<file path="config.mk">
export PLATFORM = sky130hd
export DESIGN_NAME = capt_timer
export DESIGN_NICKNAME = d
export VERILOG_FILES = /design/src/rtl/capt_pkg.sv /design/src/rtl/capt_counter.sv /design/src/rtl/capt_sync.sv /design/src/rtl/capt_channel.sv /design/src/rtl/capt_timer.sv
export SDC_FILE = /design/constraint.sdc
export NUM_CORES = 1
export LEC_CHECK = 0
export ABC_CLOCK_PERIOD_IN_PS = 2550
export BUFFER_PORTS_ARGS = -buffer_cell sky130_fd_sc_hd__clkbuf_2
export CORE_MARGIN = 5
export CORE_UTILIZATION = 40
export CTS_BUF_LIST = sky130_fd_sc_hd__clkbuf_8 sky130_fd_sc_hd__clkbuf_16
export DETAILED_ROUTE_END_ITERATION = 6
export GPL_ROUTABILITY_DRIVEN = 1
export RECOVER_POWER = 25
export SLEW_MARGIN = 20
export SYNTH_ARGS = -nofsm -noshare
export SYNTH_HDL_FRONTEND = slang
export SYNTH_SLANG_ARGS = --single-unit
</file>
<file path="constraint.sdc">
create_clock -name clk -period 2.55 [get_ports clk]
set_clock_uncertainty 0.2 [all_clocks]
set_input_delay 0.3825 -clock clk [delete_from_list [all_inputs] [get_ports clk]]
set_output_delay 0.3825 -clock clk [all_outputs]
set_load 0.02 [all_outputs]
</file>
<file path="src/rtl/capt_pkg.sv">
package capt_pkg;
  typedef enum logic [1:0] {
    EDGE_OFF  = 2'b00,
    EDGE_RISE = 2'b01,
    EDGE_FALL = 2'b10,
    EDGE_ANY  = 2'b11
  } edge_mode_e;
endpackage

</file>
<file path="src/rtl/capt_counter.sv">
module capt_counter #(
  parameter int CNT_W = 16
) (
  input  logic             clk,
  input  logic             rst_n,
  output logic [CNT_W-1:0] count
);
  always_ff @(posedge clk or negedge rst_n) begin
    if (!rst_n) count <= '0;
    else        count <= count + 1'b1;
  end
endmodule

</file>
<file path="src/rtl/capt_sync.sv">
module capt_sync #(
  parameter int STAGES = 2
) (
  input  logic clk,
  input  logic rst_n,
  input  logic d,
  output logic q,
  output logic q_prev
);
  // STAGES flops of metastability filtering plus one history flop
  logic [STAGES:0] chain;

  always_ff @(posedge clk or negedge rst_n) begin
    if (!rst_n) chain <= '0;
    else        chain <= {chain[STAGES-1:0], d};
  end

  assign q      = chain[STAGES-1];
  assign q_prev = chain[STAGES];
endmodule

</file>
<file path="src/rtl/capt_channel.sv">
module capt_channel
  import capt_pkg::*;
#(
  parameter int CNT_W  = 16,
  parameter int STAGES = 2
) (
  input  logic             clk,
  input  logic             rst_n,
  input  logic             pin,
  input  edge_mode_e       mode,
  input  logic             en,
  input  logic [CNT_W-1:0] count,
  output logic [CNT_W-1:0] cap_q,
  output logic [CNT_W-1:0] period_q,
  output logic             valid_q,
  output logic             irq_q
);
  logic lvl, lvl_prev, rise, fall, sel_hit, hit;
  logic have_one, hit_r;

  capt_sync #(.STAGES(STAGES)) sync_i (
    .clk(clk), .rst_n(rst_n), .d(pin), .q(lvl), .q_prev(lvl_prev)
  );

  assign rise = lvl & ~lvl_prev;
  assign fall = ~lvl & lvl_prev;

  always_comb begin
    unique case (mode)
      EDGE_OFF:  sel_hit = 1'b0;
      EDGE_RISE: sel_hit = rise;
      EDGE_FALL: sel_hit = fall;
      EDGE_ANY:  sel_hit = rise | fall;
      default:   sel_hit = 1'b0;
    endcase
  end

  assign hit = en & sel_hit;

  always_ff @(posedge clk or negedge rst_n) begin
    if (!rst_n) begin
      cap_q    <= '0;
      period_q <= '0;
      valid_q  <= 1'b0;
      have_one <= 1'b0;
      hit_r    <= 1'b0;
      irq_q    <= 1'b0;
    end else begin
      hit_r <= hit;
      irq_q <= hit_r;
      if (!en) begin
        have_one <= 1'b0;
        valid_q  <= 1'b0;
      end else if (hit) begin
        cap_q    <= count;
        period_q <= count - cap_q;
        have_one <= 1'b1;
        valid_q  <= have_one;
      end
    end
  end
endmodule

</file>
<file path="src/rtl/capt_timer.sv">
module capt_timer
  import capt_pkg::*;
#(
  parameter int CNT_W  = 16,
  parameter int NUM_CH = 2,
  parameter int STAGES = 2
) (
  input  logic                    clk,
  input  logic                    rst_n,
  input  logic [NUM_CH-1:0]       cap_pin,
  input  logic [2*NUM_CH-1:0]     edge_sel,
  input  logic [NUM_CH-1:0]       cap_en,
  output logic [CNT_W*NUM_CH-1:0] cap_val,
  output logic [CNT_W*NUM_CH-1:0] period,
  output logic [NUM_CH-1:0]       period_valid,
  output logic [NUM_CH-1:0]       irq
);
  logic [CNT_W-1:0] count;

  capt_counter #(.CNT_W(CNT_W)) cnt_i (
    .clk(clk), .rst_n(rst_n), .count(count)
  );

  for (genvar c = 0; c < NUM_CH; c++) begin : g_ch
    capt_channel #(.CNT_W(CNT_W), .STAGES(STAGES)) ch_i (
      .clk      (clk),
      .rst_n    (rst_n),
      .pin      (cap_pin[c]),
      .mode     (edge_mode_e'(edge_sel[2*c +: 2])),
      .en       (cap_en[c]),
      .count    (count),
      .cap_q    (cap_val[CNT_W*c +: CNT_W]),
      .period_q (period[CNT_W*c +: CNT_W]),
      .valid_q  (period_valid[c]),
      .irq_q    (irq[c])
    );
  end
endmodule

</file>
# Word level (Yosys, flattened, before mapping)
# Index checks and enable logic that the tools add are counted.
# totals
latch_bits	0
memories	0
ram_bits	0
word_cells	52
output_inout_bits	68
register_bits	94
rom_bits	0
# classes
add_sub_neg	3
bitwise_logic	12
n_mul	0
div_mod_pow	0
n_eq_ne	8
shifts	0
n_mux	10
n_reduce_logical	4
order_cmp	0
# op_table
operator	count
subtractor 16 bit	2
adder 16 x 1 -> 16 bit (second input constant)	1
equality test 2 bit (second input constant)	4
two-way mux 1 bit	8
one-hot mux 1 bit (4 select lines)	2
AND 1 bit	6
equality test 2 x 1 -> 1 bit (second input constant)	2
zero test 2 bit	2
inequality test 2 x 1 -> 1 bit (second input constant)	2
inverter 1 bit	4
AND reduction 2 bit	2
bitwise OR 1 bit	2

# Logic depth before layout (Yosys ltp)
# Gate-level depths: netlist (run 1).
# logic_depth
word_depth	7
depth_mapped	9

# Cells and area by module
# Synthesis (run 1) repeated with hierarchy kept, for this count alone.
# hier_totals
cells_unflattened	577
area_unflattened_um2	5326.4
# by_module_without_submodules
module	area_per_inst_um2	seq_area_each_um2	instances	cells_each
capt_channel	2237.1	900.9	2	257
capt_counter	701.9	400.4	1	57
capt_sync	75.1	75.1	2	3

# Worst setup path before layout (run 1)
# OpenSTA, ideal clock, no wires.
# synth_timing
kind	register to register
startpoint	register g_ch[1].ch_i.cap_q[6]
endpoint	register g_ch[1].ch_i.period_q[13]
synth_period_minus_slack_ps	2428
required_time_ps	2226
path_stages_with_launch	8
path_buffers	0
arrival_time_ps	2105
path_slack_ps	122
path_cell_list	dfrtp_1 inv_1 ha_1 a21o_1 or3_1 o21a_1 a211o_1 a211o_1
# synth_via
elab_chain_len	1
# synth_rtl
item	line	text
start: declaration	capt_channel.sv:13	output logic [CNT_W-1:0] cap_q,
start signal: assignment	capt_channel.sv:55	cap_q <= count;
subtractor 16 bit	capt_channel.sv:56	period_q <= count - cap_q;
end signal: assignment	capt_channel.sv:56	
end: declaration	capt_channel.sv:14	output logic [CNT_W-1:0] period_q,
# No other way between the ends.
# A chain may end at the register's enable or synchronous reset.

# Worst setup path in the final report (run 1)
# layout_timing
startpoint	register cnt_i.count[6]
endpoint	register g_ch[1].ch_i.period_q[13]
# layout_via
elab_chain_len	1
# layout_rtl
item	line	text
start: declaration	capt_counter.sv:6	output logic [CNT_W-1:0] count
start signal: assignment	capt_counter.sv:10	else count <= count + 1'b1;
subtractor 16 bit	capt_channel.sv:56	
# No other way between the ends.

==> results of run 1 <==
## report_power, final
part | internal [mW] | switching, mW
clock network | 0.645 | 0.558
registers | 1.75 | 0.154
logic | 0.537 | 0.854
## Yosys cell counts, drive strengths merged (5+ instances only)
library cell	count
nand2	82
nor2	25
mux2i	7
xor2	10
o31ai	6
inv	40
clkbuf	18
xnor2	21
nand3	9
ha	35
nand4	7
o21ai	67
a21o	6
and3	8
dfrtp	94
o21a	11
a21oi	26
nor2b	6
o211ai	5
nand2b	12
## cell type report
class / instances / area [um2]
fillers: 1251 / 6450
multi-input cells: 394 / 2570
flip-flops and latches: 94 / 2350
repair buffers: 105 / 626
clock buffers: 9 / 225
well taps: 172 / 215
inverters: 40 / 150
clock inverters: 6 / 32.5
## placed cells by master (no fill, tap or decap), types with 4 or more instances in the layout
master	Yosys	layout
a211oi_1	4	4
a21boi_1	4	4
a21o_1	6	6
a21oi_1	25	22
a21oi_2	1	4
and2_1	4	4
and3_1	8	8
buf_4	4	23
clkbuf_16	0	9
clkbuf_2	0	75
dfrtp_1	94	94
ha_1	35	35
inv_1	38	40
mux2i_1	7	7
nand2_1	82	82
nand2b_1	12	12
nand3_1	9	9
nand4_1	7	7
nor2_1	25	25
nor2b_1	6	5
o211ai_1	4	4
o21a_1	11	11
o21ai_0	19	19
o21ai_1	47	46
o31ai_1	6	6
xnor2_1	21	21
xor2_1	10	10
## state kept, by name (all words and copies together) (netlist names)
| signal | count |
|---|---|
| g_ch.ch_i.sync_i.chain | 6 |
| g_ch.ch_i.hit_r | 2 |
| g_ch.ch_i.valid_q | 2 |
| g_ch.ch_i.have_one | 2 |
| cnt_i.count | 16 |
| g_ch.ch_i.cap_q | 32 |
| g_ch.ch_i.irq_q | 2 |
| g_ch.ch_i.period_q | 32 |
## routing by layer
metal / vias up / wire length, um / share of wire (%) / track usage [%]
li1: 2087 / - / - / -
met1: 1948 / 5580 / 47 / 22.4
met2: 78 / 5520 / 47 / 26.4
met3: 13 / 449 / 3.8 / 2.65
met4: 0 / 203 / 1.7 / 6.51
met5: - / 0 / 0 / 0
## per-stage QoR
| step | power (mW) | setup TNS, ps | worst slack (ps) |
|---|---|---|---|
| after global routing | 4.78 | -7.73 | -7.50 |
| after global placement | 3.31 | 0 | 124 |
| after detailed placement | 3.33 | 0 | 42.9 |
| after floorplan | 2.84 | 0 | 122 |
| final | 4.50 | 0 | 124 |
| after CTS | 4.56 | 0 | 26.3 |
## path summary, 6_finish.rpt
check / start / to / cells past startpoint
max reg2reg: cnt_i.count[6] / g_ch[1].ch_i.period_q[13] / 6
min in group asynchronous: rst_n / g_ch[1].ch_i.period_q[0] / 2
min: cap_en[0] / g_ch[0].ch_i.have_one / 2
min reg2reg: g_ch[0].ch_i.sync_i.chain[0] / g_ch[0].ch_i.sync_i.chain[1] / 0
max: cnt_i.count[6] / g_ch[1].ch_i.period_q[13] / 6
max in group asynchronous: rst_n / g_ch[0].ch_i.cap_q[9] / 3
## repair_timing
item,4_1_cts,5_1_grt
buffers inserted,0,1
hold endpoints to repair,43,0
setup endpoints to repair,0,6
hold buffers,3,0
resized for setup,0,6
## cell families after synthesis
logic type | count (synthesis) | share of synthesized area (%)
AOI/OAI and AO/OA | 149 | 18.0
xor gates and xnor gates | 31 | 5.28
adders and majority gates | 37 | 9.29
buffers and inverters | 62 | 4.82
DFF | 94 | 45.7
muxes | 8 | 1.58
and+or+nand+nor | 169 | 15.3
==> impl_metrics.py, run 1 <==
metrics = {
    "logic_synthesis": {
        "yosysWarnings": 0,
        "ys.flop_type": "dfrtp_1",
        "ys_seq_area_share_pct": 45.7,
        "synthArstFlopShare_pct": 100,
        "synthDistinctLibCells": 54,
        "syn_avg_cell_area_um2": 9.35,
        "synth_edf_count": 0,
        "synth_top_cell_by_area": "dfrtp_1",
        "synthCells": 550,
        "ys_seq_elements": 94,
        "syn_nets": 597,
        "yosysTopAreaCellShare_pct": 45.7,
        "synth_area_leaders": "dfrtp_1 (46%), ha_1 (8.5%), nand2_1 (6.0%), o21ai_1 (4.6%), xnor2_1 (3.6%)",
        "syn_area_mm2": 0.00514,
    },
    "clock_network": {
        "cts_buffers": 9,
        "cts_root_buffer": "clkbuf_16",
        "cts.clk_slew.worst_paths_ps": 70,
        "clock_sinks": 94,
        "ctsHtreeMaxLevel": 3,
        "cts_buffer_depth": 2,
        "cts_tree": "yes",
        "worstSkewPairLatency_ps": 340,
    },
    "placement": {
        "io_buffer_count": 77,
        "finalWeightedCongestion": 0.895,
        "dp_cells": 801,
        "place_area_mm2": 0.00586,
        "dp_hpwl_um": 9030,
    },
    "final_layout": {
        "fin_nets": 691,
        "fin_area_mm2": 0.00617,
        "final_layout_size_suffix_gt1_share_pct": 20.2,
        "syn_to_final_growth_pct": 20.0,
        "num_antenna_cells": 0,
        "stdcell_count": 820,
        "final_core_util_pct": 48.9,
    },
    "worst_setup_path": {
        "path_max_fanout": 4,
        "critical-path-top-delay-family": "compound AO/OA/AOI/OAI gates",
        "slowest_stage": "dfrtp_1",
        "worstPathRequired_ps": 2580,
        "crit_path_start_kind": "flip-flop",
        "crit_type": "reg2reg",
        "cp_common_cell": "a211o_1",
        "rrSetupSlack_ps": 120,
        "slowest_delay_ps": 420,
        "crit_chain": "ha_1 > a21o_1 > or3_1 > o21a_1 > a211o_1 > a211o_1",
        "path_buf_inv": 0,
        "endpoint_kind": "flip-flop",
        "cp.arrival_ps": 2460,
    },
    "hold_path": {
        "hp-class": "in2reg",
    },
    "power_and_ir_drop": {
        "ir_worst_vdd_uv": 280,
        "cellLeakagePower_nw": 3.05,
        "powerDensity_mw_per_mm2": 729,
    },
    "grt": {
        "grt_overflow": 0,
        "grt_max_degree": 44,
        "grt_antenna_before_repair": 0,
        "grt_pass1_vias": 4102,
        "grt_first_pass_wirelength_um": 19800,
        "track_usage_pct": 16.5,
    },
    "timing": {
        "worst_pin_slew_ps": 1140,
        "setup_viol": 0,
        "final-max-slew-violation-count": 0,
        "whs_ps": 89.0,
        "period_minus_slack_ps": 2430,
        "final_hold_viol_count": 0,
        "min_period_over_period_pct": 95.2,
        "slew_headroom_pct": 24.1,
        "fmax_mhz": 412,
    },
    "route": {
        "wl_per_cell_um": 14.3,
        "drt_pass1_iterations": 4,
        "drt.antenna.violating_nets": 0,
        "dr_total_vias": 4126,
        "via_per_inst": 5.03,
        "wl_um": 11800,
        "drtIter0Drc": 160,
        "drcViolationCount": 0,
    },
    "floorplanning": {
        "rows": 41,
        "die_x_um": 123,
        "start_util_pct": 40.7,
        "fp.dieArea_mm2": 0.0152,
        "core_mm2": 0.0126,
        "ios": 78,
        "die_y_um": 123,
    },
    "flow_run": {
        "cap_violations": 0,
    },
    "status": {
        "outcome": "complete, no violations",
    },
}
(Power assumes the default switching activity.)
==> inputs of run 2 (changes only) <==
- REMOVE_ABC_BUFFERS: not set -> 1
==> impl_metrics.py, run 2 (same netlist as run 1, synthesis figures left out) <==
metrics = {
    "status": {
        "outcome": "complete, no violations",
    },
    "placement": {
        "io_buffer_count": 77,
        "dp_slack_ps": 29.1,
        "finalWeightedCongestion": 0.943,
        "dp_hpwl_um": 9300,
        "place_area_mm2": 0.00587,
    },
    "clock_network": {
        "cts_tree": "yes",
        "cts_buffers": 9,
        "ctsHtreeMaxLevel": 3,
        "worstSkewPairLatency_ps": 350,
        "cts_buffer_depth": 2,
        "cts_root_buffer": "clkbuf_16",
        "clock_sinks": 94,
        "cts.clk_slew.worst_paths_ps": 70,
    },
    "worst_setup_path": {
        "crit_start": "cnt_i.count[6]",
        "endpoint_kind": "flip-flop",
        "path_max_fanout": 4,
        "crit_type": "reg2reg",
        "worstPathRequired_ps": 2590,
        "r2r_cells": 6,
        "regToRegEndpoint": "g_ch[1].ch_i.period_q[13]",
        "cp.arrival_ps": 2470,
        "crit_path_start_kind": "flip-flop",
        "rrSetupSlack_ps": 120,
        "r2r-start": "cnt_i.count[6]",
    },
    "route": {
        "drcViolationCount": 0,
        "drtIter0Drc": 197,
        "dr_total_vias": 4126,
        "drt_pass1_iterations": 4,
        "wl_um": 12100,
        "via_per_inst": 5.04,
        "wl_per_cell_um": 14.7,
        "drt.antenna.violating_nets": 0,
    },
    "grt": {
        "grt_max_degree": 38,
        "grt_first_pass_wirelength_um": 20400,
        "track_usage_pct": 17.1,
        "grt_antenna_before_repair": 0,
        "grt_overflow": 0,
        "grt_pass1_vias": 4245,
    },
    "power_and_ir_drop": {
        "ir_worst_vdd_uv": 416,
        "powerDensity_mw_per_mm2": 777,
        "cellLeakagePower_nw": 3.09,
    },
    "timing": {
        "slew_headroom_pct": 44.0,
        "final_hold_viol_count": 0,
        "fmax_mhz": 412,
        "fin_ws_ps": 121,
        "setup_viol": 0,
        "final-max-slew-violation-count": 0,
        "finalSetupTns_ps": 0,
        "min_period_over_period_pct": 95.2,
        "period_minus_slack_ps": 2430,
        "whs_ps": 80.9,
        "worst_pin_slew_ps": 840,
        "rsz0062_at_grt": "false",
    },
    "floorplanning": {
        "core_mm2": 0.0126,
        "die_y_um": 123,
        "rows": 41,
        "ios": 78,
        "start_util_pct": 40.7,
        "die_x_um": 123,
        "fp.dieArea_mm2": 0.0152,
    },
    "final_layout": {
        "multi_input_area_mm2": 0.00258,
        "fillers": 1278,
        "num_antenna_cells": 0,
        "syn_to_final_growth_pct": 21.8,
        "reg_top3": "g_ch.ch_i.cap_q: 32 flops, g_ch.ch_i.period_q: 32 flops, cnt_i.count: 16 flops",
        "fin_area_mm2": 0.00626,
        "final_common_cell": "dfrtp_1",
        "fin_nets": 691,
        "regArea_mm2": 0.00235,
        "final_cell_mix": "dfrtp_1 (94), nand2_1 (82), clkbuf_2 (77), o21ai_1 (46), inv_1 (38)",
        "final_layout_size_suffix_gt1_share_pct": 21.0,
    },
    "hold_path": {
        "holdCritStartpoint": "cap_en[1]",
        "hp-class": "in2reg",
        "holdPathStages": 2,
        "min_delay_worst_endpoint": "g_ch[1].ch_i.have_one",
    },
    "flow_run": {
        "cap_violations": 0,
    },
}
run 2: cell count changes in the layout (fill, tap and decap cells not counted), moves of 2 or more:
cell        previous run  this run
bufinv_16              0         3
clkinvlp_4             2         0
buf_4                 23        20
inv_1                 40        38
clkbuf_2              75        77
run 2: worst max-delay path by stage:
| stage | to | slack, ps |
|---|---|---|
| after floorplan | g_ch[0].ch_i.period_q[12] | -860 |
| after global placement | g_ch[0].ch_i.period_q[10] | 140 |
| after detailed placement | g_ch[1].ch_i.period_q[12] | 30 |
| after CTS | g_ch[1].ch_i.period_q[12] | 20 |
| after global routing | g_ch[1].ch_i.period_q[9] | 6 |
| final | g_ch[1].ch_i.period_q[13] | 120 |
run 2: what timing repair did:
action | 4_1_cts | 5_1_grt
setup endpoints to repair | 0 | 6
hold buffers | 3 | 0
resized for setup | 0 | 9
setup buffers | 0 | 2
hold endpoints to repair | 34 | 0
run 2: cell type report:
type	instances	share of cell area, %
flip-flops and latches	94	37.5
multi-input cells	394	41.3
well taps	172	3.44
clock buffers	9	3.59
inverters	40	2.40
clock inverters	5	1.60
repair buffers	105	10.2
run 2: worst max-delay path, cell delays in order (launching register included):
cell and delay (ps):
dfrtp_1 420, ha_1 340, a21o_1 210, or3_1 330, o21a_1 220, a211o_1 320
a211o_1 270
run 2: layer usage:
layer	part of all wire [%]	global-route usage, %	wire (um)
met1	46	22.3	5560
met2	47	27.3	5720
met3	4.1	4.03	501
met4	2.5	7.13	296
met5	0	0	0
run 2: through the flow:
stage	cells	utilization, %	power, mW
after floorplan	528	-	2.83
after global placement	800	46.5	3.32
after detailed placement	800	46.5	3.35
after CTS	817	49.4	4.90
after global routing	819	49.6	5.13
final	819	49.6	4.87
run 2: report_power, final:
| group | leakage [nW] | internal (mW) | switching [mW] | total (mW) |
|---|---|---|---|---|
| sequential | 1.22 | 1.75 | 0.156 | 1.91 |
| combinational | 1.72 | 0.555 | 0.881 | 1.44 |
| clock | 0.161 | 0.944 | 0.580 | 1.52 |
| total | 3.09 | 3.25 | 1.62 | 4.87 |
==> inputs of run 3 (changes only) <==
- ABC_AREA: not set -> 1
- CTS_CLUSTER_DIAMETER: not set -> 80
- PLACE_DENSITY: not set -> 0.61
==> impl_metrics.py, run 3 <==
metrics = {
    "status": {
        "outcome": "complete, no violations",
    },
    "timing": {
        "min_period_over_period_pct": 82.6,
        "period_minus_slack_ps": 2110,
        "finalSetupTns_ps": 0,
        "worst_pin_slew_ps": 1270,
        "final-max-slew-violation-count": 0,
        "slew_headroom_pct": 15.1,
        "final_hold_viol_count": 0,
        "rsz0062_at_grt": "false",
        "fmax_mhz": 475,
        "setup_viol": 0,
    },
    "worst_setup_path": {
        "crit_path_start_kind": "flip-flop",
        "cp.arrival_ps": 2150,
        "endpoint_kind": "flip-flop",
        "crit_type": "reg2reg",
        "path_max_fanout": 5,
        "worstPathRequired_ps": 2600,
    },
    "logic_synthesis": {
        "synth_area_leaders": "dfrtp_1 (43%), nand2_1 (17%), inv_1 (8.8%), ha_1 (7.9%), nand3_1 (4.2%)",
        "synthArstFlopShare_pct": 100,
        "ys_seq_area_share_pct": 42.7,
        "synth.most_common_cell": "nand2_1",
        "netlist_top_cells_count": "nand2_1 (247), inv_1 (130), dfrtp_1 (94)",
        "syn_area_mm2": 0.00551,
        "synthCells": 722,
        "yosysWarnings": 0,
        "ys.flop_type": "dfrtp_1",
        "synthDistinctLibCells": 30,
        "syn_avg_cell_area_um2": 7.64,
        "synth_edf_count": 0,
        "ys_seq_elements": 94,
        "yosysTopAreaCellShare_pct": 42.7,
        "synth_top_cell_by_area": "dfrtp_1",
    },
    "power_and_ir_drop": {
        "cellLeakagePower_nw": 3.65,
        "p_total_mw": 4.48,
        "powerDensity_mw_per_mm2": 699,
        "ir_worst_vdd_uv": 333,
    },
    "clock_network": {
        "ctsHtreeMaxLevel": 3,
        "cts_root_buffer": "clkbuf_16",
        "post_cts_buffers": 0,
        "clock_sinks": 94,
        "cts_tree": "yes",
        "cts_buffer_depth": 2,
        "cts.clk_slew.worst_paths_ps": 70,
        "worstSkewPairLatency_ps": 350,
        "cts_buffers": 9,
    },
    "placement": {
        "dp_cells": 969,
        "place_area_mm2": 0.00607,
        "dp_hpwl_um": 9120,
        "io_buffer_count": 77,
        "finalWeightedCongestion": 0.827,
    },
    "floorplanning": {
        "die_x_um": 127,
        "core_mm2": 0.0137,
        "ios": 78,
        "die_y_um": 127,
        "fp.dieArea_mm2": 0.0162,
        "rows": 43,
        "start_util_pct": 40.2,
    },
    "grt": {
        "grt_first_pass_wirelength_um": 20900,
        "grt_pass1_vias": 4434,
        "grt_overflow": 0,
        "grt_max_degree": 95,
        "grt_antenna_before_repair": 0,
        "track_usage_pct": 16.0,
    },
    "flow_run": {
        "cap_violations": 0,
    },
    "route": {
        "wl_met3_um": 544,
        "dr_total_vias": 4513,
        "wl_um": 12100,
        "wl_per_cell_um": 12.3,
        "drt_pass1_iterations": 4,
        "drtIter0Drc": 175,
        "top_layer": "met4",
        "drt.antenna.violating_nets": 0,
        "drcViolationCount": 0,
        "dr_wl_met2_um": 5590,
        "wl_met1_um": 5700,
        "via_per_inst": 4.57,
    },
    "final_layout": {
        "reg_top3": "g_ch.ch_i.cap_q: 32 flops, g_ch.ch_i.period_q: 32 flops, cnt_i.count: 16 flops",
        "fin_nets": 850,
        "stdcell_count": 988,
        "final_cell_mix": "nand2_1 (247), inv_1 (131), dfrtp_1 (94), clkbuf_2 (76), nand3_1 (46)",
        "fin_area_mm2": 0.00641,
        "final_layout_size_suffix_gt1_share_pct": 14.7,
        "syn_to_final_growth_pct": 16.2,
        "num_antenna_cells": 0,
        "final_common_cell": "nand2_1",
    },
    "hold_path": {
        "hp-class": "in2reg",
    },
}
run 3: path summary, 6_finish.rpt:
kind | to | cells after the start | slack [ps] | startpoint
setup / recovery | g_ch[1].ch_i.period_q[12] | 11 | 440 | cnt_i.count[0]
hold / removal | g_ch[1].ch_i.valid_q | 3 | 90 | cap_en[1]
setup reg to reg | g_ch[1].ch_i.period_q[12] | 11 | 440 | cnt_i.count[0]
hold reg to reg | g_ch[0].ch_i.irq_q | 0 | 150 | g_ch[0].ch_i.hit_r
max in group asynchronous | g_ch[0].ch_i.period_q[9] | 3 | 570 | rst_n
min in group asynchronous | g_ch[1].ch_i.period_q[0] | 3 | 750 | rst_n
run 3: logic make-up after synthesis:
logic type	count (synthesis)	synth area share (%)
and+or+nand+nor	349	27.4
AOI/OAI and AO/OA	70	6.35
DFF	94	42.7
xor gates and xnor gates	24	3.81
adders and majority gates	37	8.67
buffers and inverters	148	11.1
run 3: metrics by stage:
stage	worst slack [ps]	hold slack (ps)	utilization [%]
2_1_floorplan	367	-113	-
3_3_place_gp	496	133	44.2
3_5_place_dp	451	136	44.2
4_1_cts	428	84.2	46.8
5_1_grt	226	104	46.7
6_report	445	92.3	46.7
run 3: final cells by class:
cell class	instances	area [um2]
fill	1393	7310
multi-input combinational	480	2550
sequential	94	2350
inverter	132	495
timing repair buffer	86	459
clock buffer	10	239
tap	180	225
clock inverter	6	86.3
run 3: repair_timing:
| item | 4_1_cts | 5_1_grt |
|---|---|---|
| hold endpoints to repair | 96 | 0 |
| hold buffers | 3 | 0 |
| gates resized for setup | 0 | 0 |
run 3: per-layer routing:
layer	track usage, %	vias to the layer above
met2	26.1	73
met1	20.6	2043
met5	0	-
met4	6.94	0
met3	3.09	18
li1	-	2379
run 3: worst max-delay path, cell delays in order (launching register included):
cell     delay [ps]
dfrtp_1         380
inv_1           110
ha_1            240
fa_1            400
inv_1            90
nand3_1          70
nand3_1         140
nand3_1         110
nand3_1          80
nand2_1          50
nand3_1          70
nand2_1          50
run 3: report_power, final:
group,switching [mW],internal [mW]
Clock,0.586,0.884
Combinational,0.777,0.395
Sequential,0.127,1.71
Total,1.49,2.99
